File: config.mk
export PLATFORM = sky130hd
export DESIGN_NAME = bidir_fault_injector
export DESIGN_NICKNAME = d
export VERILOG_FILES = /design/src/rtl/fi_pkg.sv /design/src/rtl/fi_dir_arbiter.sv /design/src/rtl/fi_fault_shaper.sv /design/src/rtl/fi_side_stage.sv /design/src/rtl/bidir_fault_injector.sv
export SDC_FILE = /design/constraint.sdc
export NUM_CORES = 1
export LEC_CHECK = 0
export ABC_AREA = 0
export ABC_CLOCK_PERIOD_IN_PS = 1750
export BUFFER_PORTS_ARGS = -buffer_cell sky130_fd_sc_hd__buf_2
export CELL_PAD_IN_SITES_DETAIL_PLACEMENT = 1
export CELL_PAD_IN_SITES_GLOBAL_PLACEMENT = 1
export CORE_UTILIZATION = 29
export DETAILED_ROUTE_END_ITERATION = 8
export GPL_ROUTABILITY_DRIVEN = 1
export HOLD_SLACK_MARGIN = 0.02
export PLACE_DENSITY_LB_ADDON = 0.12
export SLEW_MARGIN = 20
export SYNTH_ARGS = -nofsm -noshare
export SYNTH_HDL_FRONTEND = slang
export SYNTH_SLANG_ARGS = --single-unit
export TNS_END_PERCENT = 10
File: constraint.sdc
create_clock -name clk -period 1.75 [get_ports clk]
set_input_delay 0.35 -clock clk [delete_from_list [all_inputs] [get_ports clk]]
set_output_delay 0.35 -clock clk [all_outputs]
set_load 0.05 [all_outputs]
File: src/rtl/fi_pkg.sv
package fi_pkg;

  typedef enum logic [1:0] {
    DIR_IDLE = 2'b00,
    DIR_A2B  = 2'b01,
    DIR_B2A  = 2'b10
  } dir_e;

  localparam int NUM_SIDES = 2;
  localparam int SIDE_A    = 0;
  localparam int SIDE_B    = 1;

endpackage

File: src/rtl/fi_dir_arbiter.sv
module fi_dir_arbiter
  import fi_pkg::*;
(
  input  logic clk,
  input  logic rst,
  input  logic a_drv,
  input  logic b_drv,
  output dir_e dir_n,
  output dir_e dir_q,
  output logic clash_q
);

  // Next owner: a lone driver wins; a simultaneous pair leaves ownership as is.
  always_comb begin
    if (a_drv && b_drv) begin
      dir_n = dir_q;
    end else if (a_drv) begin
      dir_n = DIR_A2B;
    end else if (b_drv) begin
      dir_n = DIR_B2A;
    end else begin
      dir_n = DIR_IDLE;
    end
  end

  always_ff @(posedge clk) begin
    if (rst) begin
      dir_q   <= DIR_IDLE;
      clash_q <= 1'b0;
    end else begin
      dir_q   <= dir_n;
      clash_q <= a_drv && b_drv;
    end
  end

endmodule

File: src/rtl/fi_fault_shaper.sv
module fi_fault_shaper #(
  parameter int W = 1
) (
  input  logic [W-1:0] src,
  input  logic         inject,
  input  logic         invert,
  output logic [W-1:0] fwd
);

  always_comb begin
    if (!inject) begin
      fwd = src;
    end else if (invert) begin
      fwd = ~src;
    end else begin
      fwd = '0;
    end
  end

endmodule

File: src/rtl/fi_side_stage.sv
module fi_side_stage #(
  parameter int W = 1
) (
  input  logic         clk,
  input  logic         rst,
  input  logic         drive,
  input  logic [W-1:0] drive_val,
  input  logic [W-1:0] rb_val,
  output logic [W-1:0] out_q,
  output logic         oe_q
);

  always_ff @(posedge clk) begin
    if (rst) begin
      out_q <= '0;
      oe_q  <= 1'b0;
    end else begin
      out_q <= drive ? drive_val : rb_val;
      oe_q  <= drive;
    end
  end

endmodule

File: src/rtl/bidir_fault_injector.sv
module bidir_fault_injector
  import fi_pkg::*;
#(
  parameter int W = 1
) (
  input  logic         clk,
  input  logic         rst,
  input  logic         inject_en,
  input  logic         invert_mode,
  input  logic [W-1:0] a_in,
  input  logic         a_drv,
  output logic [W-1:0] a_out,
  output logic         a_oe,
  input  logic [W-1:0] b_in,
  input  logic         b_drv,
  output logic [W-1:0] b_out,
  output logic         b_oe,
  output logic [1:0]   dir_status,
  output logic         contention
);

  dir_e dir_n;
  dir_e dir_q;

  logic [W-1:0] side_in    [NUM_SIDES];
  logic [W-1:0] side_fwd   [NUM_SIDES];
  logic [W-1:0] side_val   [NUM_SIDES];
  logic [W-1:0] side_rb    [NUM_SIDES];
  logic         side_drive [NUM_SIDES];
  logic [W-1:0] side_out   [NUM_SIDES];
  logic         side_oe    [NUM_SIDES];

  assign side_in[SIDE_A] = a_in;
  assign side_in[SIDE_B] = b_in;

  fi_dir_arbiter u_arb (
    .clk     (clk),
    .rst     (rst),
    .a_drv   (a_drv),
    .b_drv   (b_drv),
    .dir_n   (dir_n),
    .dir_q   (dir_q),
    .clash_q (contention)
  );

  // One shaper per receiving side; it rewrites the peer's data.
  for (genvar s = 0; s < NUM_SIDES; s++) begin : g_side
    localparam int PEER = NUM_SIDES - 1 - s;

    fi_fault_shaper #(.W(W)) u_shape (
      .src    (side_in[PEER]),
      .inject (inject_en),
      .invert (invert_mode),
      .fwd    (side_fwd[s])
    );

    fi_side_stage #(.W(W)) u_stage (
      .clk       (clk),
      .rst       (rst),
      .drive     (side_drive[s]),
      .drive_val (side_val[s]),
      .rb_val    (side_rb[s]),
      .out_q     (side_out[s]),
      .oe_q      (side_oe[s])
    );
  end

  always_comb begin
    for (int s = 0; s < NUM_SIDES; s++) begin
      side_drive[s] = 1'b0;
      side_val[s]   = '0;
      side_rb[s]    = '0;
    end
    unique case (dir_n)
      DIR_A2B: begin
        side_drive[SIDE_B] = 1'b1;
        side_val[SIDE_B]   = side_fwd[SIDE_B];
        side_rb[SIDE_A]    = a_in;
      end
      DIR_B2A: begin
        side_drive[SIDE_A] = 1'b1;
        side_val[SIDE_A]   = side_fwd[SIDE_A];
        side_rb[SIDE_B]    = b_in;
      end
      default: begin
        // Idle line: a glitch pulls both segments low.
        side_drive[SIDE_A] = inject_en;
        side_drive[SIDE_B] = inject_en;
      end
    endcase
  end

  assign a_out      = side_out[SIDE_A];
  assign a_oe       = side_oe[SIDE_A];
  assign b_out      = side_out[SIDE_B];
  assign b_oe       = side_oe[SIDE_B];
  assign dir_status = dir_q;

endmodule

==> impl_metrics.ini, run 1 <==
[outcome]
status = completed

[timing]
setup_viol = 0
relSlewSlack = 0.825
max_freq_mhz = 596
worstMarginPinSlew_ns = 0.260
hold_viol = 0
fin_crit_ns = 1.68
finalClockSkew_ns = 0.000870
rsz0062_at_grt = no
final.period_utilization = 0.959
slew_viol_final = 0

[critical_path]
critPathArrivalTime_ns = 1.84
end_kind = flop
critPathSlowestCell = mux2_2
worstPathMaxFanout = 4
crit_path_start = u_arb.dir_q[1]$_SDFF_PP0_
reg2reg_depth = 6
cp.required_ns = 1.91
rrSetupSlack_ns = 0.07
slowest_delay_ns = 0.37
crit_family = compound AO/OA/AOI/OAI gates
startpoint_type = flop
criticalPathCategory = reg2reg
cp_cell_sequence = o21ai_2 -> inv_1 -> ha_1 -> mux2_2 -> o221ai_1 -> a2bb2o_4
critPathBufInv = 1
reg2reg_from = u_arb.dir_q[1]$_SDFF_PP0_
reg2reg_to = g_side[0].u_stage.out_q$_SDFF_PP0_

[logic_synthesis]
synth-simple-area-share = 0.270
synth_top_family_by_area = simple AND/OR/NAND/NOR gates
muxShareOfSynthArea = 0.0667
ys_ff_latch = 7
ys_types = 21
synth_edf_count = 0
yosysWarnings = 0
ys.flop_type = dfxtp_1
synthArstFlopShare = 0
synth_xor_area_frac = 0
syn_area_per_cell_um2 = 9.38
ys_seq_area_frac = 0.356
syn-num-nets = 52
synth_area_um2 = 394
synthCells = 42
synthAdderAreaFrac = 0.0635
synth_compound_area_frac = 0.194

[floorplan]
fp.dieArea_um2 = 1510
die_width_um = 38.9
ios = 15
rows = 12
initial_core_util = 0.332
die_y_um = 38.9
core_area_um2 = 1190

[clock_network]
cts_inserted_buffers = 3
clkTransAtPathRegs_ns = 0.05
clk_path_buf_depth = 2
post_cts.repair.setup_buffers = 0
cts_tree = yes
cts-root-buf = clkbuf_4
h-tree-depth = 1
clk_latency_ns = 0.26
cts_sinks = 7

[worst_hold_path]
hold-path-cell-count = 2
min_to = u_arb.dir_q[0]$_SDFF_PP0_
hp-start = rst
holdCritPathClass = in2reg

[power_and_ir_drop]
p_int_w = 0.000308
p_sw_w = 0.000146
ir_drop_v = 0.000410
p_seq_frac = 0.379
power_leakage_nw = 0.284
p_sw_frac = 0.322
comb_power_share = 0.282
p_per_area_nw_per_um2 = 816
clock_power_share = 0.340

[drt]
drt_wl_total_um = 1060
via_count = 395
vias_per_cell = 5.00
ant_nets = 0
first_iter_violations = 3
drc_errors = 0
wl_per_cell_um = 13.4
dr.pass1.iters = 4

[cells_and_area]
utilization = 0.469
drive_above_1_share = 0.477
diodes = 0
syn_to_final_growth_pct = 41.3
final_net_count = 76
final-instance-count-excl-fill = 79

[run]
maxCapViolCount = 0

[global_routing]
grt_pass1_wl_um = 1750
grt_use_total = 0.188
grt_max_degree = 10
grt-ovfl-total = 0
grt_pass1_vias = 415
grt_antenna_before_repair = 0

[place]
gp_congestion = 0.705
dp_hpwl_um = 883
dp_cells = 75
portBuffers = 14
[layout make-up]
| class | instances | area, um^2 |
|---|---|---|
| clock buffer | 4 | 26.3 |
| fill | 149 | 629 |
| inverter | 4 | 15.0 |
| multi-input combinational | 30 | 238 |
| sequential | 7 | 145 |
| tap | 14 | 17.5 |
| timing repair buffer | 20 | 115 |
[repair_timing]
action | CTS | global route
endpoints found under the setup margin | 0 | 1
hold endpoints to repair | 0 | 0
hold buffers | 0 | 0
gates resized for setup | 0 | 1
[state kept, by name (all words and copies together), names as in the netlist]
| register | flops |
|---|---|
| g_side.u_stage.oe_q | 2 |
| g_side.u_stage.out_q | 2 |
| u_arb.clash_q | 1 |
| u_arb.dir_q | 2 |
[routing by layer]
metal / share of wire / global-route usage
met4: 0.013 / 0.0776
met1: 0.35 / 0.150
met2: 0.55 / 0.354
met5: 0 / 0
met3: 0.080 / 0.116
[kinds of logic (layout without fill, tap and decap cells)]
kind of cell,Yosys count,in the layout
AND/OR/NAND/NOR,18,18
AO/OA/AOI/OAI,8,8
flip-flops,7,7
buffers and inverters,5,28
adder cells (fa/ha/maj),2,2
multiplexers,2,2
[power by group through the flow]
stage                     clock (W)  combinational, W  sequential (W)
final                      0.000154          0.000128        0.000172
after global routing       0.000169          0.000138        0.000173
after CTS                  0.000159          0.000129        0.000172
after detailed placement          0          0.000128        0.000176
after global placement            0          0.000123        0.000175
after floorplan                   0         0.0000537        0.000207
[stage by stage]
step	TNS (ns)	total power [W]	hold WS, ns	worst slack, ns	cell area [um^2]
floorplan	0	0.000261	0.481	0.0445	403
global placement	-0.145	0.000298	0.621	-0.0781	531
detailed placement	-0.385	0.000304	0.628	-0.150	531
CTS	0	0.000460	0.356	0.0338	557
global route	0	0.000480	0.377	0.0201	557
finish	0	0.000454	0.358	0.0710	557
[worst max-delay path by stage]
stage	to	slack [ns]	cells past startpoint
2_1_floorplan	g_side[0].u_stage.out_q$_SDFF_PP0_	0.04	6
3_3_place_gp	g_side[0].u_stage.out_q$_SDFF_PP0_	-0.08	8
3_5_place_dp	g_side[0].u_stage.out_q$_SDFF_PP0_	-0.15	7
4_1_cts	g_side[1].u_stage.out_q$_SDFF_PP0_	0.03	5
5_1_grt	g_side[0].u_stage.out_q$_SDFF_PP0_	0.02	6
6_report	g_side[0].u_stage.out_q$_SDFF_PP0_	0.07	6
[worst reg2reg max path, cell delays in order (launching register included)]
cell	delay [ns]
dfxtp_2	0.33
o21ai_2	0.13
inv_1	0.06
ha_1	0.35
mux2_2	0.37
o221ai_1	0.10
a2bb2o_4	0.24
[cell usage in the layout (no fill, tap or decap), types with 3 or more instances in the layout]
cell type and count:
dfxtp_1 5, inv_1 4, nor2_1 4, buf_4 6
buf_2 14, clkbuf_4 3, nor2b_1 4
[synthesized netlist by cell type (2+ instances only)]
library cell | number | share of area
o221ai_1 | 2 | 0.044
o21ai_0 | 2 | 0.025
dfxtp_1 | 7 | 0.36
inv_1 | 4 | 0.038
ha_1 | 2 | 0.063
and3b_1 | 2 | 0.044
nor2b_1 | 4 | 0.063
nand2_1 | 2 | 0.019
nor2_1 | 4 | 0.038
nand2b_1 | 2 | 0.032
Power figures use the tool's default switching activity.
==> inputs of run 2 (changes only) <==
--- a/config.mk
+++ b/config.mk
@@ -5,12 +5,12 @@
 export SDC_FILE = /design/constraint.sdc
 export NUM_CORES = 1
 export LEC_CHECK = 0
-export ABC_AREA = 0
+export ABC_AREA = 1
 export ABC_CLOCK_PERIOD_IN_PS = 1750
 export BUFFER_PORTS_ARGS = -buffer_cell sky130_fd_sc_hd__buf_2
 export CELL_PAD_IN_SITES_DETAIL_PLACEMENT = 1
 export CELL_PAD_IN_SITES_GLOBAL_PLACEMENT = 1
-export CORE_UTILIZATION = 29
+export CORE_UTILIZATION = 26
 export DETAILED_ROUTE_END_ITERATION = 8
 export GPL_ROUTABILITY_DRIVEN = 1
 export HOLD_SLACK_MARGIN = 0.02
==> run 2 against run 1 <==
Against the previous run: total power down 4.4%; first-iteration DRC count rose by 100%; clock skew grew 0.0014 ns; largest power group unchanged; critical path type unchanged; setup slack improved by 0.27 ns.
==> impl_metrics.ini, run 2 <==
[drt]
first_iter_violations = 6
ant_nets = 0
drc_errors = 0
drt_wl_total_um = 793
dr.pass1.iters = 4
vias_per_cell = 4.27
via_count = 367
wl_per_cell_um = 9.22

[floorplan]
die_y_um = 39.8
ios = 15
initial_core_util = 0.282
die_width_um = 39.8
fp.dieArea_um2 = 1580
rows = 13
core_area_um2 = 1320

[logic_synthesis]
synthMostInstantiatedCell = nand2_1
synth_top_area_frac = 0.377
synth_edf_count = 0
ys_seq_area_frac = 0.377
muxShareOfSynthArea = 0
yosys-top-cells-count = nand2_1 (14), dfxtp_1 (7), inv_1 (5), nor2_1 (5)
yosys.area.top_type = dfxtp_1
ys.flop_type = dfxtp_1
ys_ff_latch = 7
synthCells = 53
synth_area_um2 = 372
synth_top_family_by_area = simple AND/OR/NAND/NOR gates
synth-simple-area-share = 0.370
synth_xor_area_frac = 0
synthAdderAreaFrac = 0.0673
syn-num-nets = 63
syn_area_per_cell_um2 = 7.01
synthArstFlopShare = 0
ys_types = 14
yosysWarnings = 0
yosys-top-cells-area = dfxtp_1 (38%), nand2_1 (14%), ha_1 (6.7%)
synth_compound_area_frac = 0.0943

[clock_network]
post_cts.repair.setup_buffers = 0
post_cts_resize_count = 0
h-tree-depth = 1
cts_sinks = 7
cts_inserted_buffers = 3
clkTransAtPathRegs_ns = 0.05
cts_tree = yes
clk_path_buf_depth = 2
ctsHoldBuffers = 0
cts-root-buf = clkbuf_4
clk_latency_ns = 0.25

[timing]
rsz0062_at_grt = no
setup_viol = 0
final.period_utilization = 0.806
relSlewSlack = 0.836
hold_viol = 0
fin_setup_tns_ns = 0
finalClockSkew_ns = 0.00228
slew_viol_final = 0
worstMarginPinSlew_ns = 0.248
max_freq_mhz = 709
fin_crit_ns = 1.41

[critical_path]
critPathBufInv = 2
cp_cell_sequence = inv_1 -> nand2_1 -> nand2_1 -> ha_1 -> inv_1 -> nand3_2 -> nand2_2 -> nand2_1 -> nand2_1 -> nor2_2
slowest_delay_ns = 0.36
cp.required_ns = 1.89
startpoint_type = flop
worstPathMaxFanout = 3
end_kind = flop
crit_family = simple AND/OR/NAND/NOR gates
crit_path_frequent_cell = nand2_1
critPathSlowestCell = dfxtp_1
critPathArrivalTime_ns = 1.55
criticalPathCategory = reg2reg

[power_and_ir_drop]
ir_drop_v = 0.000205
p_sw_w = 0.000144
power.total_w = 0.000435
power_leakage_nw = 0.276
p_per_area_nw_per_um2 = 893
comb_power_share = 0.269
p_sw_frac = 0.332
p_seq_frac = 0.401
p_int_w = 0.000291
clock_power_share = 0.330

[global_routing]
grt-ovfl-total = 0
grt_pass1_vias = 311
grt_max_degree = 7
grt_pass1_wl_um = 1260
grt_use_total = 0.127
grt_antenna_before_repair = 0

[cells_and_area]
largestRegisters = g_side.u_stage.oe_q: 2 flops, g_side.u_stage.out_q: 2 flops, u_arb.dir_q: 2 flops
final-instance-count-excl-fill = 86
final_cell_area_um2 = 487
final_cell_mix = nand2_1 (14), buf_2 (14), dfxtp_1 (7)
diodes = 0
drive_above_1_share = 0.394
syn_to_final_growth_pct = 31.0
final_net_count = 82
utilization = 0.369

[worst_hold_path]
holdCritPathClass = in2reg

[place]
gp_congestion = 0.685
dp_hpwl_um = 657
dp_cells = 82
postPlaceCellArea_um2 = 460
portBuffers = 14

[outcome]
status = completed

[run]
maxCapViolCount = 0
==> run 2: cell count changes in the layout (fill, tap and decap cells not counted), sizes merged, moves of 2 or more <==
cell	change
nor2b	-4
buf	-6
nor2	+2
nand2	+16
nand3	+4
mux2	-2
nand2b	-3
a21oi	+2
inv	+5
and3b	-2
a21boi	+2
o221ai	-2
==> run 2: through the flow <==
step           hold slack (ns)  worst slack (ns)
2_1_floorplan            0.419             0.115
3_3_place_gp             0.607             0.252
3_5_place_dp             0.605             0.232
4_1_cts                  0.333             0.326
5_1_grt                  0.355             0.155
6_report                 0.342             0.339
==> run 2: metal layers <==
| metal | GRT usage | part of all wire | vias to the layer above |
|---|---|---|---|
| li1 | - | - | 197 |
| met1 | 0.169 | 0.52 | 154 |
| met2 | 0.164 | 0.40 | 12 |
| met3 | 0 | 0.049 | 4 |
| met4 | 0.155 | 0.037 | 0 |
| met5 | 0 | 0 | - |
==> run 2: cell type report <==
| type | count | area, um^2 |
|---|---|---|
| Multi-Input combinational cell | 37 | 198 |
| Sequential cell | 7 | 140 |
| Clock buffer | 4 | 26.3 |
| Timing Repair Buffer | 14 | 70.1 |
| Fill cell | 181 | 831 |
| Tap cell | 15 | 18.8 |
| Inverter | 9 | 33.8 |
==> run 2: cell families after synthesis <==
kind of cell / after synthesis
AO/OA/AOI/OAI: 6
buffers and inverters: 9
adder cells (fa/ha/maj): 2
flip-flops: 7
AND/OR/NAND/NOR: 29
==> run 2: final timing paths <==
check | startpoint | to | slack, ns | cells past startpoint
max reg2reg | u_arb.dir_q[0]$_SDFF_PP0_ | g_side[1].u_stage.out_q$_SDFF_PP0_ | 0.34 | 10
max | u_arb.dir_q[0]$_SDFF_PP0_ | g_side[1].u_stage.out_q$_SDFF_PP0_ | 0.34 | 10
min reg2reg | u_arb.dir_q[0]$_SDFF_PP0_ | u_arb.dir_q[0]$_SDFF_PP0_ | 0.62 | 4
min | rst | u_arb.dir_q[0]$_SDFF_PP0_ | 0.34 | 2
==> run 2: power groups by stage <==
stage	clock network, W	registers, W	logic, W
CTS	0.000153	0.000174	0.000118
floorplan	0	0.000217	0.0000454
global placement	0	0.000178	0.000118
finish	0.000143	0.000174	0.000117
global route	0.000157	0.000176	0.000131
detailed placement	0	0.000178	0.000118
==> inputs of run 3 (changes only) <==
--- a/config.mk
+++ b/config.mk
@@ -6,12 +6,13 @@
 export NUM_CORES = 1
 export LEC_CHECK = 0
 export ABC_AREA = 1
-export ABC_CLOCK_PERIOD_IN_PS = 1750
+export ABC_CLOCK_PERIOD_IN_PS = 1300
 export BUFFER_PORTS_ARGS = -buffer_cell sky130_fd_sc_hd__buf_2
 export CELL_PAD_IN_SITES_DETAIL_PLACEMENT = 1
 export CELL_PAD_IN_SITES_GLOBAL_PLACEMENT = 1
-export CORE_UTILIZATION = 26
+export CORE_AREA = 2 2 39 41
 export DETAILED_ROUTE_END_ITERATION = 8
+export DIE_AREA = 0 0 41 43
 export GPL_ROUTABILITY_DRIVEN = 1
 export HOLD_SLACK_MARGIN = 0.02
 export PLACE_DENSITY_LB_ADDON = 0.12
==> constraint.sdc (replaced) <==
create_clock -name clk -period 1.3 [get_ports clk]
set_input_delay 0.26 -clock clk [delete_from_list [all_inputs] [get_ports clk]]
set_output_delay 0.26 -clock clk [all_outputs]
set_load 0.05 [all_outputs]
==> run 3 against run 2 <==
Against the previous run: register-to-register slack worse by 0.26 ns; routed wire length grew 14%; largest power group unchanged; worst hold slack worse by 0.099 ns; flip-flop and latch count unchanged.
==> impl_metrics.ini, run 3 (synthesis gave the netlist of run 2 again) <==
[critical_path]
startpoint_type = flop
rrSetupSlack_ns = 0.08
critPathArrivalTime_ns = 1.37
reg2reg_from = u_arb.dir_q[1]$_SDFF_PP0_
worstPathMaxFanout = 3
end_kind = flop
endpoint = g_side[1].u_stage.out_q$_SDFF_PP0_
cp.required_ns = 1.45
reg2reg_to = g_side[1].u_stage.out_q$_SDFF_PP0_
crit_path_start = u_arb.dir_q[1]$_SDFF_PP0_
criticalPathCategory = reg2reg
reg2reg_depth = 9

[clock_network]
h-tree-depth = 1
cts_inserted_buffers = 3
cts_sinks = 7
ctsHoldBuffers = 0
cts_tree = yes
cts-root-buf = clkbuf_4
clk_latency_ns = 0.25
clkTransAtPathRegs_ns = 0.05
clk_path_buf_depth = 2

[timing]
fin_crit_ns = 1.22
setup_viol = 0
rsz0062_at_grt = yes
finalClockSkew_ns = 0.00281
worstMarginPinSlew_ns = 0.254
fin_setup_tns_ns = 0
slew_viol_final = 0
hold_viol = 0
final.period_utilization = 0.942
max_freq_mhz = 816
relSlewSlack = 0.832

[power_and_ir_drop]
power.total_w = 0.000622
p_per_area_nw_per_um2 = 1080
clock_power_share = 0.313
p_seq_frac = 0.375
power_leakage_nw = 0.301
p_int_w = 0.000411
ir_drop_v = 0.000629
p_sw_w = 0.000211
p_sw_frac = 0.340
comb_power_share = 0.312

[floorplan]
rows = 14
fp.dieArea_um2 = 1760
die_y_um = 43
initial_core_util = 0.269
ios = 15
core_area_um2 = 1380
die_width_um = 41

[cells_and_area]
utilization = 0.416
fillCellCount = 192
final_cell_mix = buf_2 (14), nand2_1 (11), nand2_2 (7)
multi_input_area_um2 = 238
final_common_cell = buf_2
seqCellArea_um2 = 148
final_net_count = 87
diodes = 0
largestRegisters = g_side.u_stage.oe_q: 2 flops, g_side.u_stage.out_q: 2 flops, u_arb.dir_q: 2 flops
final-instance-count-excl-fill = 92
drive_above_1_share = 0.592
syn_to_final_growth_pct = 54.9

[global_routing]
grt_pass1_wl_um = 1560
top_usage_layer = met2
grt_util_met2 = 0.216
grt_antenna_before_repair = 0
grt_pass1_vias = 398
met3_usage = 0.0942
grt_use_met1 = 0.146
grt_use_total = 0.139
grt-ovfl-total = 0
grt_max_degree = 7

[worst_hold_path]
holdCritPathClass = in2reg

[place]
gp_congestion = 0.684
dp_hpwl_um = 766
portBuffers = 14
dp_cells = 88

[drt]
via_count = 396
ant_nets = 0
vias_per_cell = 4.30
dr.pass1.iters = 2
wl_per_cell_um = 9.82
first_iter_violations = 1
drt_wl_total_um = 903
drc_errors = 0

[outcome]
status = completed

[run]
maxCapViolCount = 0
-- run 3: worst max-delay path: stages (launching register included) --
cell and delay, ns:
dfxtp_4 0.36, nand3_2 0.07, nand2_2 0.10, ha_4 0.21, inv_4 0.06, nand3_2 0.08, nand2_2 0.08, nand2_1 0.05
nand2_1 0.07, nor2_2 0.03
-- run 3: layer usage --
layer	vias to the layer above	part of all wire
met1	175	0.40
met3	0	0.092
met5	-	0
met4	0	0
li1	207	-
met2	14	0.51
-- run 3: timing repair --
action	CTS	global route
resized for setup	0	10
buffers inserted	0	0
setup endpoints to repair	0	2
-- run 3: power by group through the flow --
stage	Combinational, W	Clock, W	Sequential [W]
after floorplan	0.0000713	0	0.000291
after global placement	0.000182	0	0.000237
after detailed placement	0.000185	0	0.000237
after CTS	0.000185	0.000207	0.000233
after global routing	0.000216	0.000225	0.000235
final	0.000194	0.000195	0.000233
-- run 3: cell type report --
type,instances,area share
tap,16,0.0348
sequential,7,0.257
inverter,9,0.0630
multi-input combinational,37,0.413
clock buffer,4,0.0457
timing repair buffer,19,0.187
-- run 3: how the worst min path moves through the flow --
stage | from | endpoint | cells after the start
6_report | rst | u_arb.dir_q[1]$_SDFF_PP0_ | 2
5_1_grt | rst | u_arb.dir_q[1]$_SDFF_PP0_ | 2
4_1_cts | rst | u_arb.dir_q[1]$_SDFF_PP0_ | 2
3_5_place_dp | rst | u_arb.dir_q[0]$_SDFF_PP0_ | 2
3_3_place_gp | rst | u_arb.dir_q[1]$_SDFF_PP0_ | 2
2_1_floorplan | rst | u_arb.dir_q[0]$_SDFF_PP0_ | 1
-- run 3: stage by stage --
step | hold WS (ns) | cell area (um^2) | worst slack, ns
6_report | 0.243 | 576 | 0.0751
5_1_grt | 0.245 | 576 | -0.0348
4_1_cts | 0.230 | 553 | 0.0295
3_5_place_dp | 0.502 | 527 | -0.0665
3_3_place_gp | 0.496 | 527 | -0.0512
2_1_floorplan | 0.323 | 399 | 0.00759
